--- config.mk ---
export PLATFORM = sky130hd
export DESIGN_NAME = fpx_status_rec
export DESIGN_NICKNAME = d
export VERILOG_FILES = /design/src/rtl/fpx_pkg.sv /design/src/rtl/fpx_flag_merge.sv /design/src/rtl/fpx_enable_eval.sv /design/src/rtl/fpx_cr_splice.sv /design/src/rtl/fpx_status_rec.sv
export SDC_FILE = /design/constraint.sdc
export NUM_CORES = 1
export LEC_CHECK = 0
export BUFFER_PORTS_ARGS = -buffer_cell sky130_fd_sc_hd__buf_4
export CORE_UTILIZATION = 45
export DETAILED_ROUTE_END_ITERATION = 12
export PLACE_DENSITY = 0.77
export SLEW_MARGIN = 20
export SYNTH_ARGS = -nofsm -noshare
export SYNTH_HDL_FRONTEND = slang
export SYNTH_HIERARCHICAL = 1
export SYNTH_SLANG_ARGS = --single-unit
--- constraint.sdc ---
create_clock -name clk_i -period 3.48 [get_ports clk_i]
set_input_delay 0.696 -clock clk_i [delete_from_list [all_inputs] [get_ports clk_i]]
set_output_delay 0.696 -clock clk_i [all_outputs]
set_load 0.005 [all_outputs]
--- src/rtl/fpx_pkg.sv ---
package fpx_pkg;
  localparam int STAT_W   = 32;
  localparam int NUM_PRIM = 5;
  localparam int NUM_SUB  = 9;
  localparam int NUM_FLAG = NUM_PRIM + NUM_SUB;
  localparam int POS_W    = $clog2(STAT_W);

  typedef logic [POS_W-1:0]  bpos_t;
  typedef logic [STAT_W-1:0] stat_t;

  // flags_i layout: primaries in the low bits, sub-causes above
  typedef struct packed {
    logic [NUM_SUB-1:0]  sub;
    logic [NUM_PRIM-1:0] prim;
  } flags_t;

  localparam bpos_t B_FX  = bpos_t'(31);
  localparam bpos_t B_FEX = bpos_t'(30);
  localparam bpos_t B_VX  = bpos_t'(29);
  localparam bpos_t B_OX  = bpos_t'(28);

  // primary i: 0 ovf, 1 unf, 2 zdiv, 3 inexact, 4 invalid
  function automatic bpos_t prim_pos(int i);
    return (i == NUM_PRIM - 1) ? B_VX : bpos_t'(int'(B_OX) - i);
  endfunction

  function automatic bpos_t en_pos(int i);
    return (i == NUM_PRIM - 1) ? bpos_t'(7) : bpos_t'(6 - i);
  endfunction

  // sub-cause i: six in the upper group, three in the lower group
  function automatic bpos_t sub_pos(int i);
    return (i < 6) ? bpos_t'(24 - i) : bpos_t'(16 - i);
  endfunction

  function automatic stat_t calc_sub_mask();
    stat_t m = '0;
    for (int i = 0; i < NUM_SUB; i++) m[sub_pos(i)] = 1'b1;
    return m;
  endfunction

  function automatic stat_t calc_sticky_mask();
    stat_t m = calc_sub_mask();
    m[B_FX] = 1'b1;
    for (int i = 0; i < NUM_PRIM; i++) m[prim_pos(i)] = 1'b1;
    return m;
  endfunction

  localparam stat_t SUB_MASK    = calc_sub_mask();
  localparam stat_t STICKY_MASK = calc_sticky_mask();
  localparam stat_t KEEP_MASK   = ~(STICKY_MASK | (stat_t'(1) << B_FEX));
endpackage

--- src/rtl/fpx_flag_merge.sv ---
module fpx_flag_merge
  import fpx_pkg::*;
(
  input  stat_t  status_i,
  input  flags_t flags_i,
  output stat_t  status_o
);
  stat_t m;

  always_comb begin
    m = status_i;
    if (flags_i != '0) m[B_FX] = 1'b1;
    for (int i = 0; i < NUM_PRIM; i++)
      if (flags_i.prim[i]) m[prim_pos(i)] = 1'b1;
    for (int i = 0; i < NUM_SUB; i++)
      if (flags_i.sub[i]) m[sub_pos(i)] = 1'b1;
    // invalid summary covers old and new sub-causes
    if ((m & SUB_MASK) != '0) m[B_VX] = 1'b1;
    status_o = m;
  end
endmodule

--- src/rtl/fpx_enable_eval.sv ---
module fpx_enable_eval #(
  parameter int NUM_PAIR = 5
) (
  input  logic [NUM_PAIR-1:0] exc_i,
  input  logic [NUM_PAIR-1:0] en_i,
  output logic                fex_o
);
  logic [NUM_PAIR-1:0] hit;

  for (genvar g = 0; g < NUM_PAIR; g++) begin : g_pair
    assign hit[g] = exc_i[g] & en_i[g];
  end

  assign fex_o = |hit;
endmodule

--- src/rtl/fpx_cr_splice.sv ---
module fpx_cr_splice #(
  parameter int CR_W   = 32,
  parameter int CR_LSB = 24,
  parameter int NIB_W  = 4
) (
  input  logic [CR_W-1:0]  cr_i,
  input  logic [NIB_W-1:0] nib_i,
  output logic [CR_W-1:0]  cr_o
);
  localparam logic [CR_W-1:0] FIELD = {{(CR_W-NIB_W){1'b0}}, {NIB_W{1'b1}}} << CR_LSB;

  assign cr_o = (cr_i & ~FIELD) | ({{(CR_W-NIB_W){1'b0}}, nib_i} << CR_LSB);
endmodule

--- src/rtl/fpx_status_rec.sv ---
module fpx_status_rec
  import fpx_pkg::*;
#(
  parameter int CR_W   = 32,
  parameter int CR_LSB = 24
) (
  input  logic                clk_i,
  input  logic                rst_ni,
  input  logic                upd_i,
  input  logic [NUM_FLAG-1:0] flags_i,
  input  logic                rec_i,
  input  logic [CR_W-1:0]     cr_i,
  input  logic                wr_i,
  input  logic [STAT_W-1:0]   wr_data_i,
  output logic [STAT_W-1:0]   status_o,
  output logic                trap_o,
  output logic                cr_we_o,
  output logic [CR_W-1:0]     cr_o
);
  localparam int NIB_W = 4;

  stat_t                status_q, merged, upd_val;
  logic [NUM_PRIM-1:0]  exc, en;
  logic                 fex, upd_go;
  logic [CR_W-1:0]      cr_new, cr_q;
  logic                 trap_q, cr_we_q;

  fpx_flag_merge i_merge (
    .status_i (status_q),
    .flags_i  (flags_t'(flags_i)),
    .status_o (merged)
  );

  always_comb begin
    for (int i = 0; i < NUM_PRIM; i++) begin
      exc[i] = merged[prim_pos(i)];
      en[i]  = merged[en_pos(i)];
    end
  end

  fpx_enable_eval #(.NUM_PAIR(NUM_PRIM)) i_enable (
    .exc_i (exc),
    .en_i  (en),
    .fex_o (fex)
  );

  always_comb begin
    upd_val        = merged;
    upd_val[B_FEX] = fex;
  end

  fpx_cr_splice #(.CR_W(CR_W), .CR_LSB(CR_LSB), .NIB_W(NIB_W)) i_splice (
    .cr_i  (cr_i),
    .nib_i (upd_val[STAT_W-1 -: NIB_W]),
    .cr_o  (cr_new)
  );

  // software write wins over a same-cycle update
  assign upd_go = upd_i & ~wr_i;

  always_ff @(posedge clk_i or negedge rst_ni) begin
    if (!rst_ni) begin
      status_q <= '0;
      trap_q   <= 1'b0;
      cr_we_q  <= 1'b0;
      cr_q     <= '0;
    end else begin
      if (wr_i)        status_q <= wr_data_i;
      else if (upd_i)  status_q <= upd_val;
      trap_q  <= upd_go & fex;
      cr_we_q <= upd_go & rec_i;
      if (upd_go && rec_i) cr_q <= cr_new;
    end
  end

  assign status_o = status_q;
  assign trap_o   = trap_q;
  assign cr_we_o  = cr_we_q;
  assign cr_o     = cr_q;

  a_r2_fx_on_flag: assert property (@(posedge clk_i) disable iff (!rst_ni)
    (upd_i && !wr_i && flags_i != '0) |=> status_q[B_FX]);

  a_r5_vx_covers_sub: assert property (@(posedge clk_i) disable iff (!rst_ni)
    (upd_i && !wr_i) |=> ((status_q & SUB_MASK) == '0 || status_q[B_VX]));

  a_r6_fex_pairs: assert property (@(posedge clk_i) disable iff (!rst_ni)
    (upd_i && !wr_i) |=> status_q[B_FEX] ==
      ((status_q[29] & status_q[7]) | (status_q[28] & status_q[6]) |
       (status_q[27] & status_q[5]) | (status_q[26] & status_q[4]) |
       (status_q[25] & status_q[3])));

  a_r7_trap_needs_fex: assert property (@(posedge clk_i) disable iff (!rst_ni)
    trap_o |-> status_q[B_FEX]);

  a_r8_cr_nibble: assert property (@(posedge clk_i) disable iff (!rst_ni)
    cr_we_o |-> cr_o[CR_LSB +: NIB_W] == status_q[STAT_W-1 -: NIB_W]);

  a_r9_write_load: assert property (@(posedge clk_i) disable iff (!rst_ni)
    wr_i |=> (status_q == $past(wr_data_i) && !trap_o && !cr_we_o));

  a_r10_sticky: assert property (@(posedge clk_i) disable iff (!rst_ni)
    !wr_i |=> ((($past(status_q) & ~status_q) & STICKY_MASK) == '0));

  a_r10_keep: assert property (@(posedge clk_i) disable iff (!rst_ni)
    !wr_i |=> ((($past(status_q) ^ status_q) & KEEP_MASK) == '0));
endmodule

==> impl_summary.txt <==
----------------------------------------------------
[Floorplanning]
  Site Rows ... 31
  Die Wd ... 88.6 microns
  Core Box Area ... 7250 sq um
  Die boundary height ... 88.6 microns
  Total I/O pin count ... 149
  Overall die area ... 7840 sq um
  Initial cell density of the core ... 46.5%

[Route]
  Remaining routing DRC violations ... 0
  Final wirelength ... 7250 microns
  Routed vias/inst ... 4.79
  Vias after detailed routing ... 2,315
  Antenna-violating nets left ... 0
  Detailed Routing Iterations Pass 1 ... 4
  1st-iter DRT viols ... 84
  Average routed wire per standard cell ... 15.0 microns

[Global route]
  Overall routing resource usage ... 18.8%
  Number of antenna violations at the first check in global routing ... 0
  Total gr overflow ... 0
  Number of global-route vias before repair ... 2,269
  First-pass GRT wire length ... 11,000 microns
  Pin count of the biggest net entering global routing ... 67

[Clock tree]
  Cell at the root of the clock tree ... clkbuf_8
  Total CTS buffers ... 9
  Clock H-tree levels ... 3
  Post-CTS Setup Repair Bufs ... 0
  Clock sink total ... 66
  Reg clk slew, reported paths ... 0.08 ns
  Hold buffers post-CTS ... 0
  Cts repair resizes ... 0
  Clock tree from TritonCTS ... done
  Latest clock arrival within the worst-skew pair ... 0.33 ns
  Maximum buffer depth of the clock tree ... 2

[Synth]
  Nets in the synthesized netlist ... 368
  Average cell area after synthesis ... 11.8 sq um
  Ys Warns ... 6
  Mapped cell area ... 3370 sq um
  Post-Synthesis Cells ... 285

[Setup path]
  FF-to-FF path depth ... 6
  Critical path data required time ... 3.70 ns
  Critical path startpoint ... flags_i[7]
  CP Capture Type ... flop
  Max FO, Critical Path ... 3
  Worst setup path endpoint ... cr_o[26]
  Setup slack of the most critical reg-to-reg path ... 0.73 ns
  Reg2reg start ... status_o[22]
  Category of the worst setup path launch point ... primary input
  WP data arrival ... 3.01 ns
  Worst setup path class ... primary input to flop
  Critical R2R Capture ... cr_o[26]

[Power]
  Power consumption ... 2.07 mW
  Maximum VDD drop ... 274 uV
  PD cells ... 477 nW/um^2
  Leakage power of the design ... 2.24 nW

[STA]
  Relative slew margins ... 45.2%
  Final setup viols ... 0
  Slew of the pin with the lowest slew margin ... 0.821 ns
  Final Max Tran Viols ... 0
  Final setup skew ... 0.00383 ns
  Highest achievable clock rate ... 358 MHz
  Unrepaired setup endpoints after global routing ... false
  Final hold violation count ... 0
  Final period utilization ... 80.2%
  Final critical path time including I/O delays and setup ... 2.79 ns
  Sum of negative setup slack ... 0 ns
  Hold WS ... 0.453 ns

[Cells and area]
  Filler cells ... 608
  Post-synthesis to final-layout area growth ... 28.7%
  Fraction of final layout cells sized beyond drive strength 1 ... 54.2%
  Most frequent cells in the layout ... buf_4 (145), dfrtp_1 (66), nand2_1 (33), mux2i_1 (32), o21ai_0 (32)
  Layout net count ... 462
  Non-Filler Cell Area, Final ... 4340 sq um
  Commonest non-fill, non-tap cell in the layout ... buf_4
  Ant. Diodes ... 0

[Worst hold path]
  Type of the tightest min-delay check ... primary input to asynchronous set/reset pin

[Outcome]
  Outcome ... complete, no violations

[Placed design]
  Dpl hpwl ... 5150 microns
  Buffers on Ports ... 144
  RD Place Congestion ... 0.781
  Instance area at placement ... 4140 sq um

[Flow run]
  Max-Cap Viols ... 0

----------------------------------------------------
[power by group]
part / switching, mW / internal [mW]
combinational: 0.161 / 0.312
clock: 0.285 / 0.366
sequential: 0.0727 / 0.873
[per-stage QoR]
stage          utilization [%]  std cells  setup WS [ns]
2_1_floorplan                -        285          0.485
3_3_place_gp              57.0        467          0.329
3_5_place_dp              57.0        467          0.315
4_1_cts                   59.8        483          0.685
5_1_grt                   59.8        483          0.534
6_report                  59.8        483          0.688
[sequential cells by signal, summed over array words and instances (netlist names)]
name	flops
cr_o	32
status_o	32
cr_we_o	1
trap_o	1
[worst min-delay path by stage]
stage / to
6_report: cr_o[16]
4_1_cts: cr_o[14]
2_1_floorplan: cr_o[0]
3_5_place_dp: cr_o[22]
5_1_grt: cr_o[14]
3_3_place_gp: cr_o[22]
[final cells by class]
class	instances	area, sq um	area share (%)
tap	99	124	2.85
multi-input combinational	156	1270	29.2
inverter	1	3.75	0.0865
timing repair buffer	145	1090	25.1
clock inverter	5	52.6	1.21
sequential	66	1650	38.1
clock buffer	11	151	3.49
[metal layers]
metal / GRT usage (%) / wire [microns]
met4: 8.50 / 142
met1: 22.6 / 3050
met5: 0 / 0
met2: 31.3 / 3670
met3: 5.22 / 380
[worst max-delay path, stage by stage]
cell and delay, ns:
buf_4 0.11, or4_1 0.50, or4_1 0.46, or4_1 0.54
a222oi_1 0.27, nand2_1 0.15, mux2_4 0.28
Note: power is estimated with default switching activity, not from simulation.
